File: config.mk
export PLATFORM = sky130hd
export DESIGN_NAME = bar_window
export DESIGN_NICKNAME = d
export VERILOG_FILES = /design/src/rtl/bar_pkg.sv /design/src/rtl/bar_cfg_const.sv /design/src/rtl/bar_base_reg.sv /design/src/rtl/bar_addr_match.sv /design/src/rtl/bar_window.sv
export SDC_FILE = /design/constraint.sdc
export NUM_CORES = 1
export LEC_CHECK = 0
export CORE_MARGIN = 2
export CORE_UTILIZATION = 30
export DETAILED_ROUTE_END_ITERATION = 8
export MAX_ROUTING_LAYER = met4
export PLACE_DENSITY = 0.81
export SYNTH_ARGS = -nofsm -noshare
export SYNTH_HDL_FRONTEND = slang
export SYNTH_SLANG_ARGS = --single-unit
File: constraint.sdc
create_clock -name clk -period 1.5 [get_ports clk]
set_input_delay 0.225 -clock clk [delete_from_list [all_inputs] [get_ports clk]]
set_output_delay 0.225 -clock clk [all_outputs]
set_load 0.01 [all_outputs]
File: src/rtl/bar_pkg.sv
package bar_pkg;

    // Space selector values as seen in read bit 0
    typedef enum logic {
        SPACE_MEM = 1'b0,
        SPACE_IO  = 1'b1
    } bar_space_e;

    // Memory type codes, read bits 2:1
    typedef enum logic [1:0] {
        MTYPE_32   = 2'b00,
        MTYPE_1M   = 2'b01,
        MTYPE_64   = 2'b10,
        MTYPE_RSVD = 2'b11
    } bar_mtype_e;

    localparam int BAR_W = 32;

    // Lowest set bit of a word, used when forming window sizes
    function automatic logic [BAR_W-1:0] low_one(input logic [BAR_W-1:0] v);
        return v & (~v + 1'b1);
    endfunction

endpackage

File: src/rtl/bar_cfg_const.sv
module bar_cfg_const
    import bar_pkg::*;
#(
    parameter int IS_IO     = 0,
    parameter int SIZE_LOG2 = 12,
    parameter int MEM_TYPE  = 0,
    parameter int PREFETCH  = 1
) (
    output logic [BAR_W-1:0] attr_o,
    output logic [BAR_W-1:0] wmask_o,
    output logic [BAR_W-1:0] cmask_o
);

    localparam logic [BAR_W-1:0] BELOW = (BAR_W'(1) << SIZE_LOG2) - BAR_W'(1);
    localparam logic [BAR_W-1:0] PORT_LIMIT = 32'h0000_FFFF;

    // Compare mask covers every bit at or above the window size
    assign cmask_o = ~BELOW;

    generate
        if (IS_IO != 0) begin : g_io
            assign attr_o  = {{(BAR_W-1){1'b0}}, SPACE_IO};
            assign wmask_o = ~BELOW & PORT_LIMIT;
        end else begin : g_mem
            localparam bar_mtype_e MT = bar_mtype_e'(MEM_TYPE[1:0]);
            assign attr_o  = {{(BAR_W-4){1'b0}}, (PREFETCH != 0), MT, SPACE_MEM};
            assign wmask_o = ~BELOW;
        end
    endgenerate

endmodule

File: src/rtl/bar_base_reg.sv
module bar_base_reg
    import bar_pkg::*;
(
    input  logic             clk,
    input  logic             rst_n,
    input  logic             wr_en,
    input  logic [BAR_W-1:0] wr_data,
    input  logic [BAR_W-1:0] wmask,
    output logic [BAR_W-1:0] base_q
);

    always_ff @(posedge clk or negedge rst_n) begin
        if (!rst_n) begin
            base_q <= '0;
        end else if (wr_en) begin
            base_q <= wr_data & wmask;
        end
    end

endmodule

File: src/rtl/bar_addr_match.sv
module bar_addr_match
    import bar_pkg::*;
(
    input  logic             space_en,
    input  logic             probe_valid,
    input  logic [BAR_W-1:0] probe_addr,
    input  logic [BAR_W-1:0] base,
    input  logic [BAR_W-1:0] cmask,
    output logic             hit
);

    logic [BAR_W-1:0] diff;

    always_comb begin
        diff = (probe_addr ^ base) & cmask;
        hit  = probe_valid && space_en && (diff == '0);
    end

endmodule

File: src/rtl/bar_window.sv
module bar_window
    import bar_pkg::*;
#(
    parameter int IS_IO     = 0,
    parameter int SIZE_LOG2 = 12,
    parameter int MEM_TYPE  = 0,
    parameter int PREFETCH  = 1
) (
    input  logic        clk,
    input  logic        rst_n,
    input  logic        wr_en,
    input  logic [31:0] wr_data,
    output logic [31:0] rd_data,
    input  logic        mem_en,
    input  logic        io_en,
    input  logic        probe_valid,
    input  logic [31:0] probe_addr,
    output logic        hit
);

    logic [BAR_W-1:0] attr;
    logic [BAR_W-1:0] wmask;
    logic [BAR_W-1:0] cmask;
    logic [BAR_W-1:0] base_q;
    logic             space_en;

    bar_cfg_const #(
        .IS_IO    (IS_IO),
        .SIZE_LOG2(SIZE_LOG2),
        .MEM_TYPE (MEM_TYPE),
        .PREFETCH (PREFETCH)
    ) u_cfg (
        .attr_o (attr),
        .wmask_o(wmask),
        .cmask_o(cmask)
    );

    bar_base_reg u_reg (
        .clk    (clk),
        .rst_n  (rst_n),
        .wr_en  (wr_en),
        .wr_data(wr_data),
        .wmask  (wmask),
        .base_q (base_q)
    );

    generate
        if (IS_IO != 0) begin : g_io_en
            assign space_en = io_en;
        end else begin : g_mem_en
            assign space_en = mem_en;
        end
    endgenerate

    bar_addr_match u_match (
        .space_en   (space_en),
        .probe_valid(probe_valid),
        .probe_addr (probe_addr),
        .base       (base_q),
        .cmask      (cmask),
        .hit        (hit)
    );

    assign rd_data = base_q | attr;

endmodule

==> impl_metrics.toml, run 1 <==
[min_path]
worst_hold_path_type = "primary input to async pin"

[grt]
grt_util_all_layers_pct = 16.1
antenna_violations_before_repair = 0
groute.layer.met2.usage_pct = 25.8
number_of_global_route_vias_before_repair = 1047
global_route.usage.met3_pct = 4.11
grt_first_pass_wirelength_microns = 4830
pin_count_of_the_biggest_net_entering_global_routing = 21
gr-usage-met1_pct = 18.9
gr_busiest_metal = "met2"
grt_overflow_total = 0

[route]
drt-vias-per-instance = 4.25
drt-total-wl_microns = 2840
avgRoutedWirePerCell_microns = 12.8
drtAntennaViolNets = 0
detailedRoute.firstPassIterationCount = 3
via_count = 940
initialDrtViolationCount = 9
drcViolationCount = 0

[layout]
most-common-layout-cells = "44 x sky130_fd_sc_hd__clkdlybuf4s50_1, 27 x sky130_fd_sc_hd__buf_4, 20 x sky130_fd_sc_hd__mux2_2, 20 x sky130_fd_sc_hd__dfrtp_1, 16 x sky130_fd_sc_hd__dlygate4sd2_1"
antenna_cells = 0
largest_register = "u_reg.base_q"
ff_latch_area_sq_um = 500
fin_area_sq_um = 1930
layoutNonFillerInstCount = 221
multiInputGateArea_sq_um = 508
layout-drive-gt1-share_pct = 32.0
area_delta_synth_final_pct = 82.5
design.final.nets = 247
largest_register_ff_count = 20
mostFrequentLayoutCell = "sky130_fd_sc_hd__clkdlybuf4s50_1"
fillers = 279
largest_registers = "u_reg.base_q (20)"

[sta]
aggregate_negative_setup_slack_ns = -0.483
final-hold-violation-count = 0
rsz0062_at_grt = "yes"
clock_skew_ns = 0
final_setup_violation_count = 1
finalCritPeriodShare_pct = 132
maximum_clock_frequency_mhz = 504
timing_max_transition_violations_final = 0
finalWorstPathRequiredPeriod_ns = 1.98
post-route-worst-setup-slack_ns = -0.483

[logic_synthesis]
synth_seq_area_share_pct = 47.3
synth-compound-area-share_pct = 0
synthCells = 83
post_synth_instance_area_sq_um = 1060
yosys.area_share.simple_pct = 4.73
synthesis.yosys.warnings = 0
synth_adder_area_share_pct = 0
synth_top_family_by_area = "multiplexers"
post_synth_mux_area_share_pct = 21.3
postSynthRegisterBits = 20
post_synth_num_cell_types = 10
synth_xor_xnor_area_share_pct = 16.5
synthesis.area_per_instance_sq_um = 12.8

[power_and_ir_drop]
powerDensity_nw_per_um2 = 725
power.ir.vdd_worst_mv = 0.421
p_leak_nw = 0.848

[setup_path]
setup.worst_path.end_class = "output port"
critical_path_arrival_ns = 1.76
critPathKind = "register to output port"
critical_path.startpoint = "u_reg.base_q[15]"
path_max_fanout = 2
critPathRequiredTime_ns = 1.27
crit_path_start_kind = "register"
regToRegStartpoint = "u_reg.base_q[22]"

[die]
num_ports = 103
floorplan.die.width_microns = 63.4
die_h_microns = 63.4
core_area_sq_um = 3360
placement_rows = 21
start_util_pct = 31.5
die_area_sq_um = 4020

[clock_network]
cts_tree = "built"
worst_skew_pair.late_latency_ns = 0.29
ctsHoldBuffers = 0
clock_buffers_created_by_tritoncts = 3
cts-root-buf = "sky130_fd_sc_hd__clkbuf_4"
clock_tree.buffer_depth = 2
cts.clk_slew.worst_paths_ns = 0.11
clock-sinks = 20
cts_htree_levels = 1

[status]
failing_checks = "setup timing"
status = "complete, but fails checks"

[placement]
placedCellCount = 213
place_congestion = 0.769
port_buffers = 65
placed_area_sq_um = 1890
hpwlAfterDp_microns = 2340

[job]
maxCapViolCount = 0
cells in the mapped netlist:
master	count	share of area, %
sky130_fd_sc_hd__buf_2	2	0.95
sky130_fd_sc_hd__mux2_2	20	21
sky130_fd_sc_hd__nor4_1	2	1.2
sky130_fd_sc_hd__nor4_2	1	1.2
sky130_fd_sc_hd__xnor2_1	12	9.9
sky130_fd_sc_hd__nand4_1	4	2.4
sky130_fd_sc_hd__xor2_1	8	6.6
sky130_fd_sc_hd__buf_4	12	8.5
sky130_fd_sc_hd__dfrtp_1	20	47
sky130_fd_sc_hd__conb_1	2	0.71
logic make-up after synthesis:
group	Yosys count
xor+xnor	20
buf+inv	14
mux	20
other cells	2
simple gates	7
flops	20
final cells by class:
class / count / share of cell area [%]
Multi-Input combinational cell: 59 / 26.3
Tap cell: 46 / 2.98
Timing Repair Buffer: 93 / 43.7
Sequential cell: 20 / 25.9
Clock buffer: 3 / 1.17
worst max-delay path, cell delays in order (launching register included):
cell                      delay, ns
sky130_fd_sc_hd__dfrtp_1       0.41
sky130_fd_sc_hd__xor2_1        0.16
sky130_fd_sc_hd__nor4_2        0.29
sky130_fd_sc_hd__nand4_1       0.14
sky130_fd_sc_hd__nor4_2        0.29
sky130_fd_sc_hd__buf_2         0.18
path summary, 6_finish.rpt:
| check | to | slack (ns) | cells past startpoint |
|---|---|---|---|
| min in group clk | u_reg.base_q[15] | 0.54 | 2 |
| max in group asynchronous | u_reg.base_q[27] | 1.03 | 2 |
| worst min register to register | u_reg.base_q[16] | 0.64 | 2 |
| worst max-delay path | hit | -0.48 | 5 |
| worst max register to register | u_reg.base_q[22] | 0.38 | 4 |
| worst min-delay path | u_reg.base_q[18] | 0.26 | 2 |
per-stage QoR:
stage / hold slack, ns / power [W] / utilization (%) / worst slack (ns)
2_1_floorplan: -0.0706 / 0.000842 / - / -0.0359
3_3_place_gp: 0.585 / 0.00116 / 56.2 / -0.851
5_1_grt: 0.241 / 0.00150 / 57.4 / -0.589
4_1_cts: 0.260 / 0.00140 / 56.6 / -0.545
6_report: 0.264 / 0.00140 / 57.4 / -0.483
3_5_place_dp: 0.592 / 0.00118 / 56.2 / -0.900
layer usage:
metal	share of wire (%)	up-vias
met3	7.3	4
met5	0	-
li1	-	445
met1	40	439
met4	1.3	0
met2	51	52
timing repair:
action	in CTS	in global routing
endpoints found under the setup margin	21	4
resized for setup	24	7
setup buffers	3	2
pin swaps	7	4
power breakdown:
part	leakage (nW)	internal, W	switching (W)
logic	0.600	0.000335	0.000184
registers	0.234	0.000593	0.0000411
clock network	0.0138	0.0000934	0.000154
Power figures use the tool's default switching activity.
==> inputs of run 2 (changes only) <==
--- a/config.mk
+++ b/config.mk
@@ -5,11 +5,13 @@
 export SDC_FILE = /design/constraint.sdc
 export NUM_CORES = 1
 export LEC_CHECK = 0
+export CELL_PAD_IN_SITES_DETAIL_PLACEMENT = 1
+export CELL_PAD_IN_SITES_GLOBAL_PLACEMENT = 1
 export CORE_MARGIN = 2
-export CORE_UTILIZATION = 30
+export CORE_UTILIZATION = 20
 export DETAILED_ROUTE_END_ITERATION = 8
 export MAX_ROUTING_LAYER = met4
-export PLACE_DENSITY = 0.81
+export PLACE_DENSITY_LB_ADDON = 0.1
 export SYNTH_ARGS = -nofsm -noshare
 export SYNTH_HDL_FRONTEND = slang
 export SYNTH_SLANG_ARGS = --single-unit
==> run 2 against run 1 <==
The flow still finishes with violations (setup timing); critical path depth is the same; first-iteration DRC count shrank 44%; count of clock-buffer cells in the layout grew 1; routed wire length grew 7.4%; non-clock buffer count shrank 4; largest cell class unchanged.
==> impl_metrics.toml, run 2 (synthesis results as in run 1) <==
[status]
status = "complete, but fails checks"
failing_checks = "setup timing"

[placement]
place_congestion = 0.668
port_buffers = 65
placedCellCount = 236
place_ws_ns = -0.924

[layout]
largest_register = "u_reg.base_q"
most-common-layout-cells = "43 x sky130_fd_sc_hd__clkdlybuf4s50_1, 23 x sky130_fd_sc_hd__buf_4, 20 x sky130_fd_sc_hd__mux2_2, 20 x sky130_fd_sc_hd__dlygate4sd2_1, 20 x sky130_fd_sc_hd__dfrtp_1"
antenna_cells = 0
largest_register_ff_count = 20
area_delta_synth_final_pct = 85.2
layoutNonFillerInstCount = 242
layout-drive-gt1-share_pct = 29.7
largest_registers = "u_reg.base_q (20)"
design.final.nets = 243
mostFrequentLayoutCell = "sky130_fd_sc_hd__clkdlybuf4s50_1"

[grt]
grt_overflow_total = 0
grt_first_pass_wirelength_microns = 4980
number_of_global_route_vias_before_repair = 1087
pin_count_of_the_biggest_net_entering_global_routing = 21
grt_util_all_layers_pct = 11.2
antenna_violations_before_repair = 0

[clock_network]
clock_tree.buffer_depth = 2
clock_buffers_created_by_tritoncts = 3
cts-root-buf = "sky130_fd_sc_hd__clkbuf_8"
worst_skew_pair.late_latency_ns = 0.26
clock-sinks = 20
cts.clk_slew.worst_paths_ns = 0.08
ctsHoldBuffers = 0
cts_tree = "built"
cts_htree_levels = 1

[die]
start_util_pct = 20.7
die_h_microns = 76.8
num_ports = 103
floorplan.die.width_microns = 76.8
die_area_sq_um = 5890
placement_rows = 26
core_area_sq_um = 5110

[sta]
finalWorstPathRequiredPeriod_ns = 1.90
final-hold-violation-count = 0
post-route-worst-setup-slack_ns = -0.395
rsz0062_at_grt = "yes"
finalCritPeriodShare_pct = 126
maximum_clock_frequency_mhz = 528
clock_skew_ns = 0
final_setup_violation_count = 1
aggregate_negative_setup_slack_ns = -0.395
timing_max_transition_violations_final = 0
hold-worst-slack_ns = 0.300

[route]
via_count = 914
initialDrtViolationCount = 5
detailedRoute.firstPassIterationCount = 2
drtAntennaViolNets = 0
drt-total-wl_microns = 3050
drt-vias-per-instance = 3.78
avgRoutedWirePerCell_microns = 12.6
drcViolationCount = 0

[setup_path]
critical_path_arrival_ns = 1.67
critPathRequiredTime_ns = 1.27
critPathKind = "register to output port"
crit_path_start_kind = "register"
setup.worst_path.end_class = "output port"
path_max_fanout = 2

[power_and_ir_drop]
share_clk_of_total_power_pct = 27.2
p_leak_nw = 0.855
power_frac_comb_pct = 32.2
power_w = 0.00155
powerDensity_nw_per_um2 = 792
power.ir.vdd_worst_mv = 0.319
p_sw_w = 0.000405
power_frac_seq_pct = 40.6
power.internal_w = 0.00115
power.switching_fraction_pct = 26.1

[job]
maxCapViolCount = 0

[min_path]
worst_hold_path_type = "primary input to async pin"
-- run 2: cell type report --
class / instances / area, sq um
flip-flops and latches: 20 / 500
multi-input cells: 59 / 502
fillers: 580 / 3150
clock buffers: 4 / 55.1
repair buffers: 89 / 816
well taps: 70 / 87.6
-- run 2: critical path: stages, from the launching register on --
cell,delay [ns]
sky130_fd_sc_hd__dfrtp_1,0.39
sky130_fd_sc_hd__xor2_1,0.16
sky130_fd_sc_hd__nor4_2,0.29
sky130_fd_sc_hd__nand4_1,0.14
sky130_fd_sc_hd__nor4_2,0.26
sky130_fd_sc_hd__buf_2,0.17
-- run 2: per-layer routing --
metal,wire length (microns),track usage [%],vias to the layer above,part of all wire (%)
met3,182,2.59,4,6.0
met2,1650,20.7,47,54
met4,26,3.82,0,0.85
li1,-,-,433,-
met5,0,-,-,0
met1,1190,11.5,430,39
-- run 2: final timing paths --
check                                  from          endpoint  slack (ns)  depth (start not counted)
setup / recovery           u_reg.base_q[25]               hit       -0.40                          5
hold / removal                        rst_n  u_reg.base_q[23]        0.30                          2
setup reg to reg           u_reg.base_q[18]  u_reg.base_q[18]        0.49                          3
hold reg to reg            u_reg.base_q[25]  u_reg.base_q[25]        0.63                          2
max in group asynchronous             rst_n  u_reg.base_q[20]        0.97                          2
min in group clk                wr_data[23]  u_reg.base_q[23]        0.57                          2
-- run 2: per-stage QoR --
stage                     util (%)  area (sq um)
final                         38.4          1960
after global routing          38.4          1960
after CTS                     38.2          1950
after detailed placement      37.4          1910
after global placement        37.4          1910
after floorplan                  -          1100
-- run 2: what timing repair did --
action | CTS | global route
buffers inserted | 2 | 0
endpoints found under the setup margin | 20 | 2
pin swaps | 3 | 0
gates resized for setup | 25 | 2
endpoints found under the hold margin | 0 | 0
-- run 2: power by group through the flow --
| stage | combinational [W] | clock [W] | sequential [W] |
|---|---|---|---|
| 2_1_floorplan | 0.000167 | 0 | 0.000675 |
| 6_report | 0.000500 | 0.000423 | 0.000631 |
| 3_3_place_gp | 0.000529 | 0 | 0.000640 |
| 3_5_place_dp | 0.000535 | 0 | 0.000643 |
| 5_1_grt | 0.000542 | 0.000483 | 0.000639 |
| 4_1_cts | 0.000506 | 0.000452 | 0.000632 |
